===== config.mk =====
export PLATFORM = sky130hd
export DESIGN_NAME = tmr_prescale_top
export DESIGN_NICKNAME = d
export VERILOG_FILES = /design/src/rtl/tps_pkg.sv /design/src/rtl/tps_cfg_hold.sv /design/src/rtl/tps_hr_stage.sv /design/src/rtl/tps_lr_stage.sv /design/src/rtl/tps_ovf_mon.sv /design/src/rtl/tmr_prescale_top.sv
export SDC_FILE = /design/constraint.sdc
export NUM_CORES = 1
export LEC_CHECK = 0
export BUFFER_PORTS_ARGS = -buffer_cell sky130_fd_sc_hd__buf_2
export CORE_MARGIN = 1
export CORE_UTILIZATION = 51
export CTS_CLUSTER_DIAMETER = 200
export DETAILED_ROUTE_END_ITERATION = 7
export GPL_ROUTABILITY_DRIVEN = 0
export PLACE_DENSITY = 0.84
export SETUP_SLACK_MARGIN = 0.15
export SLEW_MARGIN = 20
export SYNTH_ARGS = -nofsm -noshare
export SYNTH_HDL_FRONTEND = slang
export SYNTH_HIERARCHICAL = 1
export SYNTH_SLANG_ARGS = --single-unit
export TNS_END_PERCENT = 30

===== constraint.sdc =====
create_clock -name clk -period 2.5 [get_ports clk]
set_input_delay 0.375 -clock clk [delete_from_list [all_inputs] [get_ports clk]]
set_output_delay 0.375 -clock clk [all_outputs]
set_load 0.01 [all_outputs]

===== src/rtl/tps_pkg.sv =====
package tps_pkg;
   // Span of the loop counter: the largest power-of-two factor minus one.
   function automatic int unsigned loop_cnt_width(input int unsigned lr_w);
      return (32'd1 << lr_w) - 32'd1;
   endfunction

   // Width that can hold every slot index of the longest loop.
   function automatic int unsigned slot_width(input int unsigned hr_w,
                                              input int unsigned lr_w);
      return hr_w + loop_cnt_width(lr_w);
   endfunction

   typedef enum logic [1:0] {
      OVF_IDLE  = 2'b00,
      OVF_SET   = 2'b01,
      OVF_CLEAR = 2'b10
   } ovf_op_e;
endpackage


===== src/rtl/tps_cfg_hold.sv =====
module tps_cfg_hold #(
   parameter int unsigned CFG_W  = 16,
   parameter int unsigned HR_W   = 6,
   parameter int unsigned LR_W   = 3,
   parameter int unsigned HR_LSB = 0,
   parameter int unsigned LR_LSB = 8
) (
   input  logic              clk,
   input  logic              rst_n,
   input  logic              cfg_we,
   input  logic [CFG_W-1:0]  cfg_wdata,
   input  logic              loop_tick,
   output logic [HR_W-1:0]   hr_code,
   output logic [LR_W-1:0]   lr_code
);
   logic [HR_W-1:0] pend_hr;
   logic [LR_W-1:0] pend_lr;

   // Staging registers follow every write.
   always_ff @(posedge clk or negedge rst_n) begin
      if (!rst_n) begin
         pend_hr <= '0;
         pend_lr <= '0;
      end else if (cfg_we) begin
         pend_hr <= cfg_wdata[HR_LSB +: HR_W];
         pend_lr <= cfg_wdata[LR_LSB +: LR_W];
      end
   end

   // Active factors change only on a loop boundary.
   always_ff @(posedge clk or negedge rst_n) begin
      if (!rst_n) begin
         hr_code <= '0;
         lr_code <= '0;
      end else if (loop_tick) begin
         hr_code <= pend_hr;
         lr_code <= pend_lr;
      end
   end
endmodule


===== src/rtl/tps_hr_stage.sv =====
module tps_hr_stage #(
   parameter int unsigned HR_W = 6
) (
   input  logic            clk,
   input  logic            rst_n,
   input  logic [HR_W-1:0] hr_code,
   output logic            hr_tick
);
   logic [HR_W-1:0] cnt_q;

   assign hr_tick = (cnt_q == hr_code);

   always_ff @(posedge clk or negedge rst_n) begin
      if (!rst_n)       cnt_q <= '0;
      else if (hr_tick) cnt_q <= '0;
      else              cnt_q <= cnt_q + 1'b1;
   end
endmodule


===== src/rtl/tps_lr_stage.sv =====
module tps_lr_stage
   import tps_pkg::*;
#(
   parameter int unsigned LR_W = 3
) (
   input  logic            clk,
   input  logic            rst_n,
   input  logic            hr_tick,
   input  logic [LR_W-1:0] lr_code,
   output logic            loop_tick
);
   localparam int unsigned CNT_W = loop_cnt_width(LR_W);

   logic [CNT_W-1:0] cnt_q;
   logic [CNT_W-1:0] term;

   // Terminal count 2^code - 1 as a thermometer mask, one bit per stage.
   for (genvar i = 0; i < CNT_W; i++) begin : g_term
      assign term[i] = (lr_code > LR_W'(i));
   end

   assign loop_tick = hr_tick && (cnt_q == term);

   always_ff @(posedge clk or negedge rst_n) begin
      if (!rst_n)         cnt_q <= '0;
      else if (loop_tick) cnt_q <= '0;
      else if (hr_tick)   cnt_q <= cnt_q + 1'b1;
   end
endmodule


===== src/rtl/tps_ovf_mon.sv =====
module tps_ovf_mon
   import tps_pkg::*;
(
   input  logic clk,
   input  logic rst_n,
   input  logic loop_tick,
   input  logic prog_done,
   input  logic ovf_clr,
   output logic ovf_flag
);
   logic    done_seen;
   ovf_op_e op;

   always_comb begin
      if (loop_tick && !(done_seen || prog_done)) op = OVF_SET;
      else if (ovf_clr)                           op = OVF_CLEAR;
      else                                        op = OVF_IDLE;
   end

   always_ff @(posedge clk or negedge rst_n) begin
      if (!rst_n)         done_seen <= 1'b0;
      else if (loop_tick) done_seen <= 1'b0;
      else if (prog_done) done_seen <= 1'b1;
   end

   always_ff @(posedge clk or negedge rst_n) begin
      if (!rst_n) ovf_flag <= 1'b0;
      else begin
         case (op)
            OVF_SET:   ovf_flag <= 1'b1;
            OVF_CLEAR: ovf_flag <= 1'b0;
            default:   ovf_flag <= ovf_flag;
         endcase
      end
   end
endmodule


===== src/rtl/tmr_prescale_top.sv =====
module tmr_prescale_top
   import tps_pkg::*;
#(
   parameter int unsigned CFG_W  = 16,
   parameter int unsigned HR_W   = 6,
   parameter int unsigned LR_W   = 3,
   parameter int unsigned HR_LSB = 0,
   parameter int unsigned LR_LSB = 8,
   parameter int unsigned SLOT_W = slot_width(HR_W, LR_W)
) (
   input  logic              clk,
   input  logic              rst_n,
   input  logic              cfg_we,
   input  logic [CFG_W-1:0]  cfg_wdata,
   input  logic              prog_done,
   input  logic              ovf_clr,
   output logic              hr_tick,
   output logic              loop_tick,
   output logic [SLOT_W-1:0] slot_idx,
   output logic              ovf_flag
);
   localparam logic [SLOT_W-1:0] SLOT_MAX = '1;

   // Elaboration-time parameter checks.
   if (HR_W < 1 || HR_W > 16)
      $error("tmr_prescale_top: HR_W out of range");
   if (LR_W < 1 || LR_W > 4)
      $error("tmr_prescale_top: LR_W out of range");
   if (HR_LSB + HR_W > CFG_W || LR_LSB + LR_W > CFG_W)
      $error("tmr_prescale_top: field exceeds configuration word");
   if (!(HR_LSB + HR_W <= LR_LSB || LR_LSB + LR_W <= HR_LSB))
      $error("tmr_prescale_top: configuration fields overlap");
   if (SLOT_W < slot_width(HR_W, LR_W))
      $error("tmr_prescale_top: SLOT_W too narrow");

   logic [HR_W-1:0] hr_code;
   logic [LR_W-1:0] lr_code;

   tps_cfg_hold #(
      .CFG_W (CFG_W),
      .HR_W  (HR_W),
      .LR_W  (LR_W),
      .HR_LSB(HR_LSB),
      .LR_LSB(LR_LSB)
   ) u_cfg (
      .clk      (clk),
      .rst_n    (rst_n),
      .cfg_we   (cfg_we),
      .cfg_wdata(cfg_wdata),
      .loop_tick(loop_tick),
      .hr_code  (hr_code),
      .lr_code  (lr_code)
   );

   tps_hr_stage #(.HR_W(HR_W)) u_hr (
      .clk    (clk),
      .rst_n  (rst_n),
      .hr_code(hr_code),
      .hr_tick(hr_tick)
   );

   tps_lr_stage #(.LR_W(LR_W)) u_lr (
      .clk      (clk),
      .rst_n    (rst_n),
      .hr_tick  (hr_tick),
      .lr_code  (lr_code),
      .loop_tick(loop_tick)
   );

   tps_ovf_mon u_ovf (
      .clk      (clk),
      .rst_n    (rst_n),
      .loop_tick(loop_tick),
      .prog_done(prog_done),
      .ovf_clr  (ovf_clr),
      .ovf_flag (ovf_flag)
   );

   // Slot index: restarts after each loop tick, saturates at full scale.
   always_ff @(posedge clk or negedge rst_n) begin
      if (!rst_n)                   slot_idx <= '0;
      else if (loop_tick)           slot_idx <= '0;
      else if (slot_idx != SLOT_MAX) slot_idx <= slot_idx + 1'b1;
   end
endmodule


# Yosys cells after proc, flatten, opt, wreduce, memory -nomap -nowiden
# Index checks and enable logic that the tools add are counted.
# W data, S select, Z words.
dict set report word_totals {
  ram_bits 0
  ff_bits 46
  mem_count 0
  latch_bits 0
  input_bits 21
  rom_bits 0
}
dict set report classes {
  addsub 3
  magnitude_cmp 7
  n_reduce_logical 8
  bitwise 0
  mux 10
  n_shift 0
  n_eq_ne 5
  div 0
  multipliers 0
}
# op n
set ops {}
lappend ops {{$mux W13} 2}
lappend ops {{$mux W7} 2}
lappend ops {{$add A13 B1 Y13 const B} 1}
lappend ops {{$ne A13 B13 Y1 const B} 1}
lappend ops {{$gt A3 B3 Y1 const B} 3}
lappend ops {{$reduce_bool A2 Y1} 4}
lappend ops {{$add A7 B1 Y7 const B} 1}
lappend ops {{$eq A7 B7 Y1} 1}
lappend ops {{$add A6 B1 Y6 const B} 1}
lappend ops {{$eq A6 B6 Y1} 1}
lappend ops {{$gt A3 B1 Y1 const B} 2}
lappend ops {{$gt A3 B2 Y1 const B} 2}
lappend ops {{$mux W6} 1}
lappend ops {{$mux W2} 2}
lappend ops {{$eq A2 B1 Y1 const B} 1}
lappend ops {{$eq A2 B2 Y1 const B} 1}
lappend ops {{$logic_and A1 B1 Y1} 2}
lappend ops {{$mux W1} 2}
lappend ops {{$pmux W1 S2} 1}
lappend ops {{$logic_not A1 Y1} 1}
lappend ops {{$logic_or A1 B1 Y1} 1}

# Logic depth before layout (Yosys ltp)
dict set report depth {
  ltp_word 7
  ltp_mapped 8
}

# By module
# The synthesis kept the hierarchy.
# module n_inst area_per_inst_um2 seq_area_each_um2 cells_each
set modules_own_cells {}
lappend modules_own_cells {tps_cfg_hold 1 743.2 450.4 38}
lappend modules_own_cells {tmr_prescale_top 1 728.2 325.3 72}
lappend modules_own_cells {tps_lr_stage 1 519.2 175.2 53}
lappend modules_own_cells {tps_hr_stage 1 337.8 150.1 31}
lappend modules_own_cells {tps_ovf_mon 1 72.6 50.0 6}

# Worst setup path after synthesis
# No wires, ideal clock.
dict set report synth_timing {
  kind {flip-flop to flip-flop}
  start {register u_hr.cnt_q[4]}
  end {register u_cfg.hr_code[0]}
  setup_slack_ns -0.055
  arrival_ns 2.429
  period_less_slack_ns 2.555
  path_stages_with_launch 8
  setup_time_ns 0.125
  path_buffers 1
  required_time_ns 2.375
  cell_sequence {dfrtp_1 > xor2_1 > nor4_4 > and2_1 > o211a_1 > and2_1 > buf_6 > mux2_4}
}
dict set report synth_between {
  elab_chain_cells 2
}
# item line_no
set synth_lines {}
lappend synth_lines {{start, declared} tps_hr_stage.sv:9} ;# logic [HR_W-1:0] cnt_q;
lappend synth_lines {{start signal, assigned} tps_hr_stage.sv:16} ;# else cnt_q <= cnt_q + 1'b1;
lappend synth_lines {{$eq A6 B6 Y1} tps_hr_stage.sv:11} ;# assign hr_tick = (cnt_q == hr_code);
lappend synth_lines {{via hr_tick} tmr_prescale_top.sv:17} ;# output logic hr_tick,
lappend synth_lines {{$logic_and A1 B1 Y1} tps_lr_stage.sv:22} ;# assign loop_tick = hr_tick && (cnt_q == term);
lappend synth_lines {{via loop_tick} tmr_prescale_top.sv:18} ;# output logic loop_tick,
lappend synth_lines {{end signal, assigned} tps_cfg_hold.sv:36} ;# hr_code <= pend_hr;
lappend synth_lines {{end, declared} tps_cfg_hold.sv:13} ;# output logic [HR_W-1:0] hr_code,
# The timed path passes the listed nets, and every way through them passes these cells.
# A chain may end at the register's enable or synchronous reset.

# Final worst setup path
dict set report layout_timing {
  start {register u_lr.cnt_q[0]}
  end {output port loop_tick}
}
dict set report layout_between {
  elab_chain_cells 2
}
# item line_no
set layout_lines {}
lappend layout_lines {{start, declared} tps_lr_stage.sv:14} ;# logic [CNT_W-1:0] cnt_q;
lappend layout_lines {{start signal, assigned} tps_lr_stage.sv:27} ;# else if (hr_tick) cnt_q <= cnt_q + 1'b1;
lappend layout_lines {{$eq A7 B7 Y1} tps_lr_stage.sv:22}
lappend layout_lines {{$logic_and A1 B1 Y1} tps_lr_stage.sv:22}
lappend layout_lines {{end, declared} tmr_prescale_top.sv:18}
# Every way passes these cells.

==> flow_summary_export.csv <==
group,metric,value,unit
timing,tightestPinTransition,0.379,ns
cts,clock_sinks,46,
timing,drv_slew,0,
final_layout,antenna_cells,0,
logic_synthesis,synth_area,2400,um2
pwr,p_leak,1.33,nW
pwr,ir_drop,0.525,mV
logic_synthesis,yosysSeqAreaShare,47.9,%
critical_path,crit_path_start_kind,"register",
floorplanning,dieArea,4990,um2
cts,insertion_delay,0.31,ns
detailed_routing,routed-via-count,1673,
logic_synthesis,syn_avg_cell_area,12.0,um2
cts,clock-root-buffer,"clkbuf_8",
detailed_routing,drc,0,
critical_path,cp-end-kind,"primary output",
detailed_routing,viasPerCell,5.65,
global_routing,grt_pass1_vias,1591,
logic_synthesis,synth_xor_area_share,6.93,%
hold_path,hold_class,"input port to register",
global_routing,grt_max_degree,34,
global_routing,grt_util_all_layers,19.6,%
floorplanning,rows,24,
floorplanning,initial_core_util,54.0,%
logic_synthesis,synth_area_leaders,"dfrtp_1 (48%), mux2_4 (11%), xor2_1 (4.4%), a21oi_1 (3.5%), xnor2_1 (2.6%)",
logic_synthesis,synthMuxAreaShare,12.1,%
critical_path,critical_path.startpoint,"u_lr/cnt_q[0]",
timing,hold_viol,0,
logic_synthesis,synth-compound-area-share,13.4,%
timing,period_needed,2.22,ns
final_layout,seqCellArea,1150,um2
timing,finalSetupViolCount,0,
run_status,status,"complete, no violations",
logic_synthesis,ys_ff_latch,46,
logic_synthesis,synthTopCellsByCount,"dfrtp_1 (46), mux2_4 (18), a21oi_1 (17)",
critical_path,critPathKind,"register to primary output",
cts,numCtsBuffers,5,
global_routing,antenna_found_initial,0,
critical_path,cp.arrival,1.85,ns
logic_synthesis,synth.distinct_cells,50,
floorplanning,core_area,4440,um2
pwr,total_power,2.78,mW
final_layout,syn2layout_area_growth,15.0,%
global_routing,grt_pass1_wl,7620,um
timing,tns,0,ns
logic_synthesis,synthSimpleGateAreaFrac,14.0,%
timing,fin_crit_sh,88.8,%
pwr,pwr_density_cell,1010,nW/um2
cts,clk_pin_slew_worst_paths,0.09,ns
final_layout,layout-drive-gt1-share,34.8,%
hold_path,min_from,"cfg_wdata[3]",
logic_synthesis,synth.net_count,224,
logic_synthesis,yosysMostFrequentCell,"dfrtp_1",
timing,rsz0062_at_grt,"false",
detailed_routing,drt-pass1-iter-count,5,
logic_synthesis,syn_inst,200,
floorplanning,ios,37,
cts,cts_buffer_depth,2,
logic_synthesis,yosys.area.top_type,"dfrtp_1",
timing,max_freq,0.450,GHz
final_layout,fillers,346,
detailed_routing,wl_per_cell,14.8,um
final_layout,layout.nets,267,
floorplanning,fp.dieH,70.6,um
logic_synthesis,yosys.area_share.adder,1.56,%
logic_synthesis,yosysWarnings,6,
final_layout,fin_util,62.1,%
logic_synthesis,synth_edf_count,0,
cts,tritoncts,"done",
critical_path,crit_fanout,6,
floorplanning,die_w,70.6,um
logic_synthesis,synth_top_family_by_area,"simple AND/OR/NAND/NOR gates",
cts,h-tree-depth,2,
detailed_routing,ant_nets,0,
flow_run,maxCapViolCount,0,
global_routing,grt.overflow.total,0,
critical_path,timing.reg2reg.setup_slack,0.34,ns
logic_synthesis,synth_flop_cell,"dfrtp_1",
critical_path,r2r-start,"u_lr/cnt_q[0]",
logic_synthesis,yosys.area.top_type_share,47.9,%
timing,relSlewSlack,74.1,%
place,place_hpwl,3170,um
detailed_routing,drt-total-wl,4370,um
timing,skew,0.00883,ns
detailed_routing,drt-initial-drc-count,98,
place,portBuffers,29,
critical_path,crit_required,2.12,ns
logic_synthesis,synth-async-reset-ratio,100,%
final_layout,multi_input_area,1160,um2
-- path summary, 6_finish.rpt --
path / depth (start not counted) / end
setup / recovery: 4 / loop_tick
hold / removal: 2 / u_cfg/pend_hr[3]
setup reg to reg: 6 / u_cfg/lr_code[0]
hold reg to reg: 1 / u_cfg/pend_hr[4]
max in group asynchronous: 3 / u_cfg/lr_code[0]
min in group asynchronous: 2 / slot_idx[7]
-- stage by stage --
stage,hold WS [ns],instances,cell area [um2],setup slack [ns]
floorplan,0.0794,200,2400,0.172
detailed placement,0.291,284,2630,0.297
global placement,0.285,284,2630,0.333
CTS,0.279,295,2750,0.262
global route,0.282,296,2760,0.155
finish,0.289,296,2760,0.279
-- registers in the layout (all words and copies together) (netlist names) --
name	count
u_cfg/hr_code	6
u_ovf/ovf_flag	1
u_cfg/lr_code	3
u_ovf/done_seen	1
u_cfg/pend_lr	3
u_cfg/pend_hr	6
slot_idx	13
u_lr/cnt_q	7
u_hr/cnt_q	6
-- power by group --
part | switching [mW] | internal [mW]
Combinational | 0.525 | 0.557
Clock | 0.274 | 0.208
Sequential | 0.262 | 0.958
Total | 1.06 | 1.72
-- cells by family after synthesis --
family / after synthesis
compound gates: 43
buf+inv: 14
mux: 20
fa+ha+maj: 3
xor+xnor: 19
simple gates: 55
flops: 46
-- worst max-delay path, stage by stage (launching register included) --
cell	delay, ns
dfrtp_1	0.49
or4b_4	0.51
a32oi_4	0.23
and2_4	0.17
buf_2	0.13
-- placed cells by master (no fill, tap or decap), types with 2 or more instances in the layout --
master    synthesis  layout
dfrtp_1          46      45
buf_2             0      29
mux2_4           18      18
a21oi_1          17      17
nor2_1           12      12
buf_4             0      12
xor2_1           12      12
nand3_1           8       8
xnor2_1           7       7
nand2_1           7       7
inv_1             7       7
clkbuf_8          0       5
and3_1            4       4
nor3_1            4       4
nand4_1           3       3
a31oi_1           3       3
ha_1              3       3
inv_6             0       3
and4_1            2       2
mux2i_1           2       2
and2_2            2       2
o31ai_1           2       2
or4_1             2       2
nand2b_1          2       2
and2_4            0       2
o21ai_0           2       2
nor2_2            2       2
-- layout make-up --
cell class,instances,share of cell area (%)
multi-input cells,140,41.9
flip-flops and latches,46,41.7
repair buffers,43,9.61
clock buffers,5,2.49
well taps,52,2.36
clock inverters,3,0.952
inverters,7,0.952
-- layer usage --
layer  wire, um  global-route usage [%]  vias to the layer above
li1           -                       -                      813
met1       2020                    27.0                      807
met2       2080                    30.4                       45
met3        214                    4.27                        8
met4         59                    8.00                        0
met5          0                       0                        -
-- what timing repair did --
item                                    4_1_cts  5_1_grt
hold endpoints to repair                     13        0
hold buffers                                  1        0
buffers inserted                              2        1
endpoints found under the setup margin        1        1
pin swaps                                     1        0
resized for setup                             2        0
Power figures use the tool's default switching activity.
